**config.mk**
```make
export PLATFORM = sky130hd
export DESIGN_NAME = bus_lock_ctrl
export DESIGN_NICKNAME = d
export VERILOG_FILES = /design/src/rtl/bus_lock_pkg.sv /design/src/rtl/lock_fsm.sv /design/src/rtl/abort_report.sv /design/src/rtl/lock_gate.sv /design/src/rtl/bus_lock_ctrl.sv
export SDC_FILE = /design/constraint.sdc
export NUM_CORES = 1
export LEC_CHECK = 0
export CORE_UTILIZATION = 31
export CTS_BUF_LIST = sky130_fd_sc_hd__clkbuf_8
export DETAILED_ROUTE_END_ITERATION = 10
export PLACE_DENSITY = 0.83
export SLEW_MARGIN = 15
export SYNTH_ARGS = -nofsm -noshare
export SYNTH_HDL_FRONTEND = slang
export SYNTH_SLANG_ARGS = --single-unit
```
**constraint.sdc**
```tcl
create_clock -name clk -period 1.9 [get_ports clk]
set_input_delay 0.38 -clock clk [delete_from_list [all_inputs] [get_ports clk]]
set_output_delay 0.38 -clock clk [all_outputs]
set_load 0.02 [all_outputs]
```
**src/rtl/bus_lock_pkg.sv**
```systemverilog
package bus_lock_pkg;
  localparam int unsigned NSEG  = 2;
  localparam int unsigned IDX_W = 8;

  typedef enum logic [1:0] {
    LK_IDLE  = 2'd0,
    LK_HELD  = 2'd1,
    LK_DRAIN = 2'd2
  } lk_state_t;

  localparam logic [IDX_W-1:0] IDX_MASTER = 8'h00;
  localparam logic [IDX_W-1:0] IDX_TARGET = 8'h01;
endpackage

```
**src/rtl/lock_fsm.sv**
```systemverilog
module lock_fsm
  import bus_lock_pkg::*;
(
  input  logic            clk,
  input  logic            rst,
  input  logic            ds_valid,
  input  logic            ds_seg,
  input  logic            ds_lock,
  input  logic            ds_read,
  input  logic            ds_internal,
  input  logic [NSEG-1:0] seg_trdy,
  input  logic [NSEG-1:0] seg_mabort,
  input  logic [NSEG-1:0] seg_tabort,
  input  logic            us_unlock,
  input  logic            cpl_sent,
  output logic            locked,
  output logic            owner
);
  lk_state_t state;
  logic      locked_rd, take, rd_abort;

  assign locked_rd = ds_valid && ds_lock && ds_read && !ds_internal;
  assign take      = locked_rd && seg_trdy[ds_seg];
  assign rd_abort  = locked_rd && (ds_seg == owner) &&
                     (seg_mabort[ds_seg] || seg_tabort[ds_seg]);

  always_ff @(posedge clk) begin
    if (rst) begin
      state <= LK_IDLE;
      owner <= 1'b0;
    end else begin
      case (state)
        LK_IDLE: if (!us_unlock && take) begin
          state <= LK_HELD;
          owner <= ds_seg;
        end
        LK_HELD: begin
          if (us_unlock)     state <= LK_IDLE;
          else if (rd_abort) state <= LK_DRAIN;
        end
        LK_DRAIN: if (us_unlock || cpl_sent) state <= LK_IDLE;
        default: state <= LK_IDLE;
      endcase
    end
  end

  assign locked = (state == LK_HELD) || (state == LK_DRAIN);

  // a lock only appears after a qualifying locked read to a ready target
  p_entry_r2: assert property (@(posedge clk) disable iff (rst)
    $rose(locked) |-> $past(ds_valid && ds_lock && ds_read && !ds_internal));
  // unlock message always releases
  p_unlock_r4: assert property (@(posedge clk) disable iff (rst)
    us_unlock |=> !locked);
  // owner is stable while the lock is held
  p_owner_r13: assert property (@(posedge clk) disable iff (rst)
    (locked && $past(locked)) |-> $stable(owner));
  // write aborts never release the lock
  p_wr_abort_r10: assert property (@(posedge clk) disable iff (rst)
    (state == LK_HELD && ds_valid && !ds_read && !us_unlock) |=> locked);
endmodule

```
**src/rtl/abort_report.sv**
```systemverilog
module abort_report
  import bus_lock_pkg::*;
(
  input  logic             clk,
  input  logic             rst,
  input  logic             ds_valid,
  input  logic             ds_seg,
  input  logic [NSEG-1:0]  seg_mabort,
  input  logic [NSEG-1:0]  seg_tabort,
  output logic             msg_valid,
  output logic [IDX_W-1:0] msg_idx
);
  logic mab, tab;
  assign mab = ds_valid && seg_mabort[ds_seg];
  assign tab = ds_valid && seg_tabort[ds_seg];

  always_ff @(posedge clk) begin
    if (rst) begin
      msg_valid <= 1'b0;
      msg_idx   <= IDX_MASTER;
    end else begin
      msg_valid <= mab || tab;
      if (mab)      msg_idx <= IDX_MASTER;
      else if (tab) msg_idx <= IDX_TARGET;
    end
  end

  // an abort is always followed by a report
  p_report_r12: assert property (@(posedge clk) disable iff (rst)
    (mab || tab) |=> msg_valid);
  // master abort takes priority
  p_master_r12: assert property (@(posedge clk) disable iff (rst)
    mab |=> (msg_idx == IDX_MASTER));
endmodule

```
**src/rtl/lock_gate.sv**
```systemverilog
module lock_gate
  import bus_lock_pkg::*;
(
  input  logic            clk,
  input  logic            rst,
  input  logic            locked,
  input  logic            owner,
  input  logic            ds_valid,
  input  logic            ds_seg,
  input  logic            ds_lock,
  input  logic            ds_internal,
  input  logic [NSEG-1:0] ib_valid,
  input  logic [NSEG-1:0] ib_mem,
  input  logic            pf_in_valid,
  output logic            pf_in_ready,
  output logic            pf_out_valid,
  input  logic            pf_out_ready,
  input  logic            cpl_in_valid,
  output logic            cpl_in_ready,
  output logic            cpl_out_valid,
  input  logic            cpl_out_ready,
  output logic [NSEG-1:0] lock_out,
  output logic [NSEG-1:0] ib_retry,
  output logic [NSEG-1:0] seg_fwd_block,
  output logic            intc_block
);
  for (genvar s = 0; s < NSEG; s++) begin : g_seg
    logic own, to_seg;
    assign own    = locked && (owner == s[0]);
    assign to_seg = ds_valid && (ds_seg == s[0]);
    assign lock_out[s]      = to_seg && (own || (!locked && ds_lock && !ds_internal));
    assign ib_retry[s]      = own && ib_valid[s] && ib_mem[s];
    assign seg_fwd_block[s] = locked && !own;
  end

  assign intc_block    = locked;
  assign pf_out_valid  = pf_in_valid && !locked;
  assign pf_in_ready   = pf_out_ready && !locked;
  assign cpl_out_valid = cpl_in_valid;
  assign cpl_in_ready  = cpl_out_ready;

  // only one segment can ever be retried
  p_retry_one_r5: assert property (@(posedge clk) disable iff (rst)
    $onehot0(ib_retry));
  // owner is never blocked while the other segment is
  p_block_r8: assert property (@(posedge clk) disable iff (rst)
    locked |-> ($countones(seg_fwd_block) == 1) && intc_block);
  // no prefetch beat moves while locked
  p_pf_r6: assert property (@(posedge clk) disable iff (rst)
    locked |-> !(pf_out_valid && pf_out_ready));
endmodule

```
**src/rtl/bus_lock_ctrl.sv**
```systemverilog
module bus_lock_ctrl
  import bus_lock_pkg::*;
(
  input  logic             clk,
  input  logic             rst,
  input  logic             ds_valid,
  input  logic             ds_seg,
  input  logic             ds_lock,
  input  logic             ds_read,
  input  logic             ds_internal,
  input  logic [NSEG-1:0]  seg_trdy,
  input  logic [NSEG-1:0]  seg_mabort,
  input  logic [NSEG-1:0]  seg_tabort,
  input  logic             us_unlock,
  input  logic             cpl_sent,
  input  logic [NSEG-1:0]  ib_valid,
  input  logic [NSEG-1:0]  ib_mem,
  input  logic [NSEG-1:0]  ib_lock,
  input  logic             pf_in_valid,
  output logic             pf_in_ready,
  output logic             pf_out_valid,
  input  logic             pf_out_ready,
  input  logic             cpl_in_valid,
  output logic             cpl_in_ready,
  output logic             cpl_out_valid,
  input  logic             cpl_out_ready,
  output logic [NSEG-1:0]  lock_out,
  output logic [NSEG-1:0]  ib_retry,
  output logic [NSEG-1:0]  seg_fwd_block,
  output logic             intc_block,
  output logic             abort_msg_valid,
  output logic [IDX_W-1:0] abort_msg_idx
);
  logic locked, owner;
  // inbound lock attribute deliberately has no effect
  logic unused_ib_lock;
  assign unused_ib_lock = ^ib_lock;

  lock_fsm u_fsm (
    .clk(clk), .rst(rst), .ds_valid(ds_valid), .ds_seg(ds_seg),
    .ds_lock(ds_lock), .ds_read(ds_read), .ds_internal(ds_internal),
    .seg_trdy(seg_trdy), .seg_mabort(seg_mabort), .seg_tabort(seg_tabort),
    .us_unlock(us_unlock), .cpl_sent(cpl_sent),
    .locked(locked), .owner(owner)
  );

  abort_report u_rpt (
    .clk(clk), .rst(rst), .ds_valid(ds_valid), .ds_seg(ds_seg),
    .seg_mabort(seg_mabort), .seg_tabort(seg_tabort),
    .msg_valid(abort_msg_valid), .msg_idx(abort_msg_idx)
  );

  lock_gate u_gate (
    .clk(clk), .rst(rst), .locked(locked), .owner(owner),
    .ds_valid(ds_valid), .ds_seg(ds_seg), .ds_lock(ds_lock),
    .ds_internal(ds_internal), .ib_valid(ib_valid), .ib_mem(ib_mem),
    .pf_in_valid(pf_in_valid), .pf_in_ready(pf_in_ready),
    .pf_out_valid(pf_out_valid), .pf_out_ready(pf_out_ready),
    .cpl_in_valid(cpl_in_valid), .cpl_in_ready(cpl_in_ready),
    .cpl_out_valid(cpl_out_valid), .cpl_out_ready(cpl_out_ready),
    .lock_out(lock_out), .ib_retry(ib_retry),
    .seg_fwd_block(seg_fwd_block), .intc_block(intc_block)
  );
endmodule

```
# == Word level (Yosys, flattened, before mapping) ==
# Index checks and enable logic that the tools add are counted.
# op_classes
eq_ne,6
reduce_logical,40
magnitude_cmp,1
n_bitwise,2
n_mux,11
# op_table
operator,n
$logic_and 1x1->1,25
$mux 2,4
$logic_or 1x1->1,6
$mux 1,6
$pmux 2 s3,1
$logic_not 1->1,5
$ne 2x1->1 const B,2
$ne 3x2->1 const B,1
$reduce_and 3->1,1
$eq 2x1->1 const B,1
$eq 2x2->1 const B,1
$logic_not 2->1,1
$lt 1x2->1 const B,1
$not 1->1,2
$reduce_and 2->1,1
$reduce_or 2->1,1
$eq 1x1->1,1
# word_totals
wordCells,64
reg_bits,5
input_bits,25
output_inout_bits,20

# == Longest topological paths before layout ==
# Gate-level depths: netlist (run 1).
# depth
depth_word,8
depth_mapped,5
mapped_depth_nobuf,5

# == Modules after synthesis ==
# A second synthesis (run 1) with hierarchy kept.
# unflattened
hier_cells,62
area_unflattened_um2,508.0
# by_module_without_submodules
module,area_each_um2,instances,seq_area_each_um2,cells_each
lock_fsm,255.2,1,60.1,27
abort_report,153.9,1,40.0,19
lock_gate,98.8,1,0.0,16

# == Least setup slack after synthesis (run 1) ==
# OpenSTA, ideal clock, no wires.
# synth_timing
path_kind,register -> output
startpoint,register u_fsm.state[0]
endpoint,output port lock_out[0]
slack_ns,-0.201
path_stages_with_launch,6
required_ns,1.520
t_arrival_ns,1.721
n_path_buf,0
path_cell_list,dfxtp_1 -> inv_1 -> ha_1 -> nor2b_1 -> nor2_1 -> nor3b_2
# synth_via
elab_chain_len,7
word_cells_on_any_way,9
cone_classes,eq/ne (2); reduce/logical (7)
# synth_rtl
element,line_no,source
"start, declared",lock_fsm.sv:19,lk_state_t state;
"start signal, assigned",lock_fsm.sv:29,state <= LK_IDLE;
"start signal, assigned",lock_fsm.sv:34,state <= LK_HELD;
"start signal, assigned",lock_fsm.sv:38,if (us_unlock) state <= LK_IDLE;
$eq 2x1->1 or $eq 2x2->1 (tied branches),lock_fsm.sv:47,assign locked = (state == LK_HELD) || (state == LK_DRAIN);
$logic_or 1x1->1 *,lock_fsm.sv:47,
named net intc_block,bus_lock_ctrl.sv:30,"output logic intc_block,"
$logic_not 1->1,lock_gate.sv:31,assign lock_out[s] = to_seg && (own || (!locked && ds_lock && !ds_internal));
$logic_and 1x1->1 (2 in series),lock_gate.sv:31,
$logic_or 1x1->1 *,lock_gate.sv:31,
$logic_and 1x1->1 *,lock_gate.sv:31,
"end, declared",bus_lock_ctrl.sv:27,"output logic [NSEG-1:0] lock_out,"
# Mark *: on every way through the listed nets, which the timed path passes. The rest lies on a longest branch.

# == Worst setup path after layout (run 1) ==
# layout_timing
startpoint,register u_fsm.state[1]
endpoint,output port lock_out[1]
# layout_via
elab_chain_len,7
word_cells_on_any_way,9
cone_classes,eq/ne (2); reduce/logical (7)
# layout_rtl
element,line_no
$eq 2x1->1 or $eq 2x2->1 (tied branches),lock_fsm.sv:47
$logic_or 1x1->1 *,lock_fsm.sv:47
$logic_not 1->1,lock_gate.sv:31
$logic_and 1x1->1 (2 in series),lock_gate.sv:31
$logic_or 1x1->1 *,lock_gate.sv:31
$logic_and 1x1->1 *,lock_gate.sv:31
# Every way passes the cells marked *; elsewhere a longest branch is shown, timed or not.

==> results of run 1 <==
what timing repair did:
action	4_1_cts	5_1_grt
endpoints found under the setup margin	11	6
setup buffers	0	0
gates resized for setup	37	8
pin swaps	4	1
cell families (layout without fill, tap and decap cells):
group | Yosys count | count (layout) | synth area share [%]
DFF | 5 | 5 | 20.1
buffers and inverters | 12 | 49 | 17.3
and+or+nand+nor | 21 | 21 | 30.9
muxes | 5 | 5 | 10.6
other | 1 | 7 | 0.753
AOI/OAI and AO/OA | 7 | 7 | 11.1
adders and majority gates | 3 | 3 | 7.54
xor gates and xnor gates | 1 | 1 | 1.76
area by class of cell:
class	count	area, um2
repair buffers	43	384
inverters	2	7.51
clock inverters	1	5.00
clock buffers	3	41.3
flip-flops and latches	5	103
well taps	16	20.0
fillers	115	542
multi-input cells	44	404
cells in the final DEF, fill, tap and decap left out, drive strengths merged:
cell           instances
a211oi                 3
nand4b                 1
buf                   16
clkinv                 1
inv                    2
mux2i                  3
or4                    1
dfxtp                  5
clkdlybuf4s50         17
and3                   2
clkbuf                 4
a221oi                 1
a21oi                  1
nor2                   2
and2                   1
conb                   7
nor3                   1
mux2                   2
nand2b                 2
o211a                  1
xor2                   1
dlygate4sd2            7
ha                     3
dlymetal6s2s           2
a211o                  1
nor2b                  4
or3                    1
nor4b                  2
nor3b                  4
where the power goes:
group	internal, uW	switching [uW]
clock	142	62.7
combinational	196	165
sequential	117	6.95
worst max path at each step:
| stage | startpoint | slack, ns | endpoint | cells past startpoint |
|---|---|---|---|---|
| detailed placement | ds_lock | -0.54 | lock_out[0] | 5 |
| global placement | ds_lock | -0.44 | lock_out[0] | 5 |
| finish | u_fsm.state[1] | 0.02 | lock_out[1] | 6 |
| global route | u_fsm.state[1] | -0.03 | lock_out[0] | 6 |
| CTS | u_fsm.state[1] | 0.006 | lock_out[0] | 6 |
| floorplan | u_fsm.state[0] | 0.001 | lock_out[0] | 5 |
worst reg2reg max path, delay by kind of cell (launching register included):
kind,cells,cell delay (ns)
flip-flops,1,0.36
XOR/XNOR,1,0.18
AND/OR/NAND/NOR,1,0.56
AO/OA/AOI/OAI,2,0.50
routing by layer:
metal	vias up	track usage, %
li1	270	-
met1	259	17.7
met2	23	32.8
met3	3	7.33
met4	0	6.25
met5	-	0
per-stage QoR:
stage | cell area [um2] | worst slack (ns) | utilization [%]
global placement | 870 | -0.443 | 57.7
detailed placement | 870 | -0.543 | 57.7
global route | 965 | -0.0321 | 64.0
CTS | 947 | 0.00583 | 62.9
finish | 965 | 0.0225 | 64.0
floorplan | 528 | 0.00150 | -
state kept, by name, summed over array words and instances (netlist names):
name / cells
u_rpt.msg_idx: 1
u_rpt.msg_valid: 1
u_fsm.state: 2
u_fsm.owner: 1
==> results by group, run 1 <==
Placement
  • Gp weighted congestion: around 0.7
  • Placed cells: 110
  • DP HPWL: approximately 1200 um
  • Port Buf Inserts: 31

Clock network
  • CTS sink count: 5
  • Num CTS Buffers: 3
  • CTS tree: built
  • Clk slew on worst S/H paths: about 0.04 ns
  • CTS max path bufs: 2
  • Number of H-tree levels: 1
  • Worst skew pair latency: 0.23 ns
  • Hold-fix buffers, CTS: 0
  • CTS Root Cell: clkbuf_8

Detailed routing
  • Top Metal Used: met4
  • Average wire per cell in the routed design: around 14 um
  • DR WL met2: 901 um
  • Met3 wire length: ~93 um
  • Drt via density: 4.87
  • Total Wirelength: 1590 um
  • Initial DRC count: 11
  • Vias: about 560
  • Post-route antenna net violation count: 0
  • DRC Markers: 0
  • Drt pass-1 iters: 4
  • Post-Route M1 WL: between 500 and 600 um

Pwr
  • Max rail drop VDD: 426 uV
  • Power Total: approximately 700 uW
  • PD cells: slightly above 700 mW/mm2
  • Static Leak: 0.000455 uW

Yosys
  • Post-synth top flop: dfxtp_1
  • Post-synthesis cell count: between 50 and 60
  • Asr flop ratio synth: 0%
  • Synth top cells by count: 9 x buf_4, 5 x dfxtp_1, 4 x nor2b_1
  • Register area share after synthesis: 20.1%
  • Synth Cell Area: roughly 500 um2
  • Dominant cell type by area after synthesis: dfxtp_1
  • Post-synth top area share: around a fifth
  • Most numerous cell in the Yosys netlist: buf_4
  • Largest cells by area after synthesis: dfxtp_1 20%, buf_4 14%, ha_1 7.5%
  • Synth warn: 0
  • Avg Inst Size Synth: 9.05 um2
  • Seq cells post-synth: 5
  • Number of synthesized flops with an enable pin: 0
  • Post-synthesis cell type count: 26

Setup path
  • Cells on worst reg2reg path: 4
  • R2r startpoint: u_fsm.owner
  • RR Endpoint: u_fsm.state[1]
  • R2R Setup Slk: 0.21 ns
  • Max Fanout on Critical Path: 4
  • CP Buf/Inv Count: 3
  • Slowest CP cell: dfxtp_2
  • Critical Path End Type: primary output
  • Critical Path, Cell by Cell: inv_2 -> ha_4 -> buf_4 -> and2_4 -> o211a_1 -> buf_6
  • Cell family with most CP delay: flip-flops
  • Data required time of the worst path: around 1.5 ns
  • Critical path class: reg -> out
  • Critical Path AT: 1.50 ns
  • Startpoint types: flip-flop
  • Largest stage delay, worst path: approximately 0.33 ns

Timing
  • Final Cycle Share: 98.8%
  • Setup tns final: 0 ns
  • Hold WS: 0.533 ns
  • Slew Limit Fails: 0
  • RSZ-0062 raised after global routing: yes
  • Shortest period the worst path allows: 1.88 ns
  • Max frequency: between 500 and 600 MHz
  • Worst Skew: around 0.0024 ns
  • Final setup vio count: 0
  • Final hold violation count: 0
  • Least-Margin Pin Slew: about 0.6 ns
  • Rel. slew slack: between 50% and 60%

Worst hold path
  • Worst hold path type: reg -> reg
  • Hold endpoint: u_rpt.msg_idx[0]
  • Hold Crit Depth: 2
  • Min-delay src: u_rpt.msg_idx[0]

Floorplanning
  • Top Ports: 45
  • Die Y: ~42 um
  • Rows: 14
  • Die area: ~0.0018 mm2
  • Die width: 42.1 um
  • Core ar.: around 0.0015 mm2
  • Initial Util: between 30 and 40%

Final layout
  • Share of cells above drive strength 1: 35.7%
  • Area grow syn2layout: 93.7%
  • ANT cells: 0
  • Final std cells w/o fill: 114
  • Nets: 127

GRT
  • First-pass GRT wire length: between 2000 and 2500 um
  • Largest net degree at the start of global routing: 7
  • Antenna violations before repair: 0
  • GR Overflow Total: 0
  • GRT Overall Usage: between 10% and 20%
  • Vias in the first global route: about 550

Outcome
  • Status: complete, no violations

Job
  • Count of maximum capacitance violations: 0
(Power assumes the default switching activity.)
==> inputs of run 2 (changes only) <==
CAP_MARGIN = 5   (was unset)
PLACE_DENSITY = unset   (was 0.83)
PLACE_DENSITY_LB_ADDON = 0.25   (was unset)
==> results by group, run 2 (same netlist as run 1, synthesis figures left out) <==
Timing
  • Slew Limit Fails: 0 (unchanged)
  • Max frequency: 538 MHz (+0.92%)
  • Final setup vio count: 0 (unchanged)
  • Worst Skew: 0.000138 ns (-0.00223 ns)
  • Shortest period the worst path allows: 1.86 ns (-0.0170 ns)
  • Final Cycle Share: 97.9% (-0.90 points)
  • Least-Margin Pin Slew: 0.547 ns (-0.0678 ns)
  • RSZ-0062 raised after global routing: yes
  • Rel. slew slack: 63.5% (+4.5 points)
  • Final hold violation count: 0 (unchanged)

GRT
  • GR Overflow Total: 0 (unchanged)
  • Antenna violations before repair: 0 (unchanged)
  • Vias in the first global route: 537 (-2.2%)
  • GRT Overall Usage: 16.2% (-1.5 points)
  • Largest net degree at the start of global routing: 7 (unchanged)
  • First-pass GRT wire length: 2180 um (-6.2%)

Setup path
  • Cells on worst reg2reg path: 4 (unchanged)
  • Largest stage delay, worst path: 0.32 ns (about the same)
  • Critical Path Start: u_fsm.state[0]
  • Critical Path, Cell by Cell: inv_2 -> ha_4 -> buf_6 -> and2_4 -> o211a_1 -> buf_6
  • Cell family with most CP delay: flip-flops
  • Max Fanout on Critical Path: 4 (unchanged)
  • Slowest CP cell: dfxtp_2
  • CP Buf/Inv Count: 3 (unchanged)
  • R2R Setup Slk: 0.37 ns (+0.16 ns)
  • R2r startpoint: u_fsm.owner
  • Critical path class: reg -> out
  • Critical Path End Type: primary output
  • Startpoint types: flip-flop
  • CP dominant cell by count: buf_6
  • Data required time of the worst path: 1.52 ns (about the same)
  • Critical Path AT: 1.48 ns (-0.02 ns)
  • RR Endpoint: u_fsm.state[1]

Detailed routing
  • Initial DRC count: 5 (-6)
  • Vias: 537 (-3.2%)
  • Drt via density: 4.71 (-3.2%)
  • Total Wirelength: 1380 um (-13%)
  • DRC Markers: 0 (unchanged)
  • Drt pass-1 iters: 2 (-2)
  • Average wire per cell in the routed design: 12.1 um (-13%)
  • Post-route antenna net violation count: 0 (unchanged)

Clock network
  • CTS tree: built
  • CTS Root Cell: clkbuf_8
  • Num CTS Buffers: 3 (unchanged)
  • Worst skew pair latency: 0.22 ns (about the same)
  • Clk slew on worst S/H paths: 0.04 ns (about the same)
  • CTS sink count: 5 (unchanged)
  • CTS max path bufs: 2 (unchanged)
  • Number of H-tree levels: 1 (unchanged)

Floorplanning
  • Top Ports: 45 (unchanged)
  • Die Y: 42.1 um (unchanged)
  • Rows: 14 (unchanged)
  • Initial Util: 33.1% (unchanged)
  • Die width: 42.1 um (unchanged)
  • Core ar.: 0.00151 mm2 (unchanged)
  • Die area: 0.00177 mm2 (unchanged)

Worst hold path
  • Min-delay src: u_rpt.msg_idx[0]
  • Hold Crit Depth: 2 (unchanged)
  • Worst hold path type: reg -> reg
  • Hold endpoint: u_rpt.msg_idx[0]

Placement
  • Gp weighted congestion: 0.683 (-4.8%)
  • Port Buf Inserts: 31 (unchanged)
  • DP HPWL: 1050 um (-12%)

Final layout
  • Multi-input logic area: 409 um2 (+1.2%)
  • Commonest non-fill, non-tap cell in the layout: clkdlybuf4s50_1
  • ANT cells: 0 (unchanged)
  • Layout Utilization: 65.0% (+1.0 points)
  • Storage cell area: 103 um2 (unchanged)
  • Share of cells above drive strength 1: 35.7% (unchanged)
  • Commonest non-fill, non-tap cells in the layout: 17 x clkdlybuf4s50_1, 10 x buf_4, 7 x conb_1
  • Nets: 127 (unchanged)
  • Layout fillers: 129 (+12%)
  • Max FFs per register: 2 (unchanged)
  • Biggest register: u_fsm.state
  • Area grow syn2layout: 96.7%

Pwr
  • Static Leak: 0.000467 uW (+2.8%)
  • PD cells: 696 mW/mm2 (-2.6%)
  • Power Total: 682 uW (-1.1%)
  • Max rail drop VDD: 356 uV (-16%)

Job
  • Count of maximum capacitance violations: 0 (unchanged)

Outcome
  • Status: complete, no violations
run 2: changes by cell type in the layout (fill, tap and decap cells not counted), sizes merged:
| cell | previous run | this run |
|---|---|---|
| clkinv | 1 | 0 |
| dlygate4sd2 | 7 | 6 |
| dlymetal6s2s | 2 | 3 |
| inv | 2 | 3 |
run 2: what timing repair did:
item                                    CTS  global route
gates resized for setup                  33            15
cloned                                    0             0
setup buffers                             0             0
pin swaps                                 4             5
endpoints found under the setup margin   11             6
hold buffers                              0             0
run 2: final cells by class:
class / instances / share of cell area, %
flip-flops and latches: 5 / 10.5
clock buffers: 3 / 4.21
inverters: 2 / 0.766
well taps: 16 / 2.04
clock inverters: 1 / 0.383
multi-input cells: 44 / 41.8
repair buffers: 43 / 40.4
run 2: worst min-delay path, stage by stage (launching register included):
cell	delay (ns)
dfxtp_1	0.30
a21oi_1	0.11
a211oi_1	0.06
run 2: how the worst max path moves through the flow:
stage	cells past startpoint	endpoint	slack [ns]
after floorplan	5	lock_out[0]	0.001
after global placement	5	lock_out[0]	-0.43
after detailed placement	5	lock_out[0]	-0.44
after CTS	5	ib_retry[0]	0.0006
after global routing	5	pf_out_valid	-0.01
final	6	lock_out[1]	0.04
run 2: power breakdown:
part	switching (uW)	internal, uW
registers	5.91	117
clock network	53.4	139
logic	166	201
total	225	457
run 2: routing by layer:
metal	GRT usage [%]	vias up	wire (um)
li1	-	268	-
met1	19.2	245	569
met2	26.9	24	719
met3	8.19	0	94
met4	2.50	0	0
met5	0	-	0
run 2: metrics by stage:
step                setup TNS [ns]  std cells  worst slack [ns]  hold slack (ns)  instance area [um2]
global route               -0.0160        114           -0.0118            0.599                  980
floorplan                        0         61           0.00150            0.452                  528
detailed placement           -2.29        110            -0.445            0.519                  870
global placement             -2.13        110            -0.434            0.507                  870
finish                           0        114            0.0395            0.528                  980
CTS                              0        114          0.000634            0.532                  933
==> inputs of run 3 (changes only) <==
TNS_END_PERCENT = 20   (was unset)
==> results by group, run 3 (same netlist as run 1, synthesis figures left out) <==
Outcome
  • Status: complete, no violations

Timing
  • Least-Margin Pin Slew: 0.537 ns (-0.00969 ns)
  • Worst Skew: 0.000107 ns (-0.0000312 ns)
  • Shortest period the worst path allows: 1.87 ns (+0.0145 ns)
  • Final Cycle Share: 98.7% (+0.76 points)
  • RSZ-0062 raised after global routing: yes
  • Max frequency: 533 MHz (-0.77%)
  • Final setup vio count: 0 (unchanged)
  • Rel. slew slack: 64.1% (+0.65 points)
  • Slew Limit Fails: 0 (unchanged)
  • Final hold violation count: 0 (unchanged)

Placement
  • Gp weighted congestion: 0.683 (unchanged)
  • Port Buf Inserts: 31 (unchanged)
  • Cell Area, Placed: 870 um2 (unchanged)
  • DP HPWL: 1050 um (unchanged)

Pwr
  • Max rail drop VDD: 354 uV (-0.45%)
  • PD cells: 689 mW/mm2 (-1.0%)
  • Power Total: 669 uW (-1.9%)
  • Static Leak: 0.000472 uW (+1.0%)

Floorplanning
  • Rows: 14 (unchanged)
  • Die Y: 42.1 um (unchanged)
  • Core ar.: 0.00151 mm2 (unchanged)
  • Die width: 42.1 um (unchanged)
  • Die area: 0.00177 mm2 (unchanged)
  • Top Ports: 45 (unchanged)
  • Initial Util: 33.1% (unchanged)

Clock network
  • CTS Root Cell: clkbuf_8
  • Worst skew pair latency: 0.22 ns (about the same)
  • Num CTS Buffers: 3 (unchanged)
  • Number of H-tree levels: 1 (unchanged)
  • CTS sink count: 5 (unchanged)
  • Post-CTS Setup Inserts: 0 (unchanged)
  • CTS tree: built
  • CTS max path bufs: 2 (unchanged)
  • Clk slew on worst S/H paths: 0.04 ns (about the same)

Setup path
  • Critical Path AT: 1.49 ns (about the same)
  • Data required time of the worst path: 1.52 ns (about the same)
  • Critical Path End Type: primary output
  • Startpoint types: flip-flop
  • Critical path class: reg -> out
  • Max Fanout on Critical Path: 4 (unchanged)

Detailed routing
  • Initial DRC count: 3 (-2)
  • Drt via density: 4.68 (-0.56%)
  • Vias: 534 (-0.56%)
  • Drt pass-1 iters: 4 (+2)
  • Post-route antenna net violation count: 0 (unchanged)
  • Average wire per cell in the routed design: 11.8 um (-2.9%)
  • DRC Markers: 0 (unchanged)
  • Total Wirelength: 1340 um (-2.9%)

GRT
  • Vias in the first global route: 523 (-2.6%)
  • First-pass GRT wire length: 2150 um (-1.3%)
  • Antenna violations before repair: 0 (unchanged)
  • Largest net degree at the start of global routing: 7 (unchanged)
  • GR Overflow Total: 0 (unchanged)
  • GRT Overall Usage: 16.0% (-0.18 points)

Job
  • Count of maximum capacitance violations: 0 (unchanged)

Final layout
  • Commonest non-fill, non-tap cells in the layout: 17 x clkdlybuf4s50_1, 12 x buf_4, 7 x conb_1
  • Max FFs per register: 2 (unchanged)
  • Biggest register: u_fsm.state
  • ANT cells: 0 (unchanged)
  • Final instance area: 971 um2 (-0.89%)
  • Layout fillers: 132 (+2.3%)
  • Share of cells above drive strength 1: 34.7% (-1.0 points)
  • Commonest non-fill, non-tap cell in the layout: clkdlybuf4s50_1
  • Nets: 127 (unchanged)
  • Multi-input logic area: 398 um2 (-2.8%)
  • Area grow syn2layout: 95.0%
  • Storage cell area: 103 um2 (unchanged)

Worst hold path
  • Worst hold path type: reg -> reg
==> run 3: final timing paths <==
kind,from,end,slack (ns),cells after the start
worst max-delay path,u_fsm.state[0],lock_out[1],0.03,6
worst min-delay path,u_rpt.msg_idx[0],u_rpt.msg_idx[0],0.53,2
worst max register to register,u_fsm.owner,u_fsm.state[0],0.29,4
worst min register to register,u_rpt.msg_idx[0],u_rpt.msg_idx[0],0.53,2
==> run 3: critical path, stage by stage (launching register included) <==
cell and delay (ns):
dfxtp_2 0.32, inv_2 0.05, ha_4 0.25, buf_4 0.14, and2_4 0.16, o211a_1 0.23
buf_6 0.13
==> run 3: layout make-up <==
class / count / area share (%)
well taps: 16 / 2.06
repair buffers: 43 / 41.0
clock buffers: 3 / 4.25
multi-input cells: 44 / 41.0
inverters: 2 / 0.773
clock inverters: 1 / 0.387
flip-flops and latches: 5 / 10.6
==> run 3: report_power, final <==
group          total (uW)  internal (uW)  switching, uW
Sequential            123            117           5.91
Clock                 191            139           52.8
Combinational         354            193            161
==> run 3: repair_timing <==
action / 4_1_cts / 5_1_grt
gates resized for setup: 29 / 14
pin swaps: 1 / 4
hold endpoints to repair: 0 / 0
hold buffers: 0 / 0
endpoints found under the setup margin: 11 / 5
==> run 3: routing by layer <==
metal  GRT usage [%]  up-vias  wire [um]  part of all wire (%)
li1                -      268          -                     -
met1            19.7      242        563                    42
met2            25.6       24        686                    51
met3            8.19        0         94                   7.0
met4            2.50        0          0                     0
met5               0        -          0                     0
==> run 3: per-stage QoR <==
stage	worst slack (ns)	setup TNS [ns]	hold WS, ns	std cells	util (%)
5_1_grt	-0.0185	-0.0214	0.599	114	64.5
4_1_cts	-0.117	-0.193	0.532	114	61.0
2_1_floorplan	0.00150	0	0.452	61	-
3_3_place_gp	-0.434	-2.13	0.507	110	57.7
6_report	0.0250	0	0.528	114	64.5
3_5_place_dp	-0.445	-2.29	0.519	110	57.7
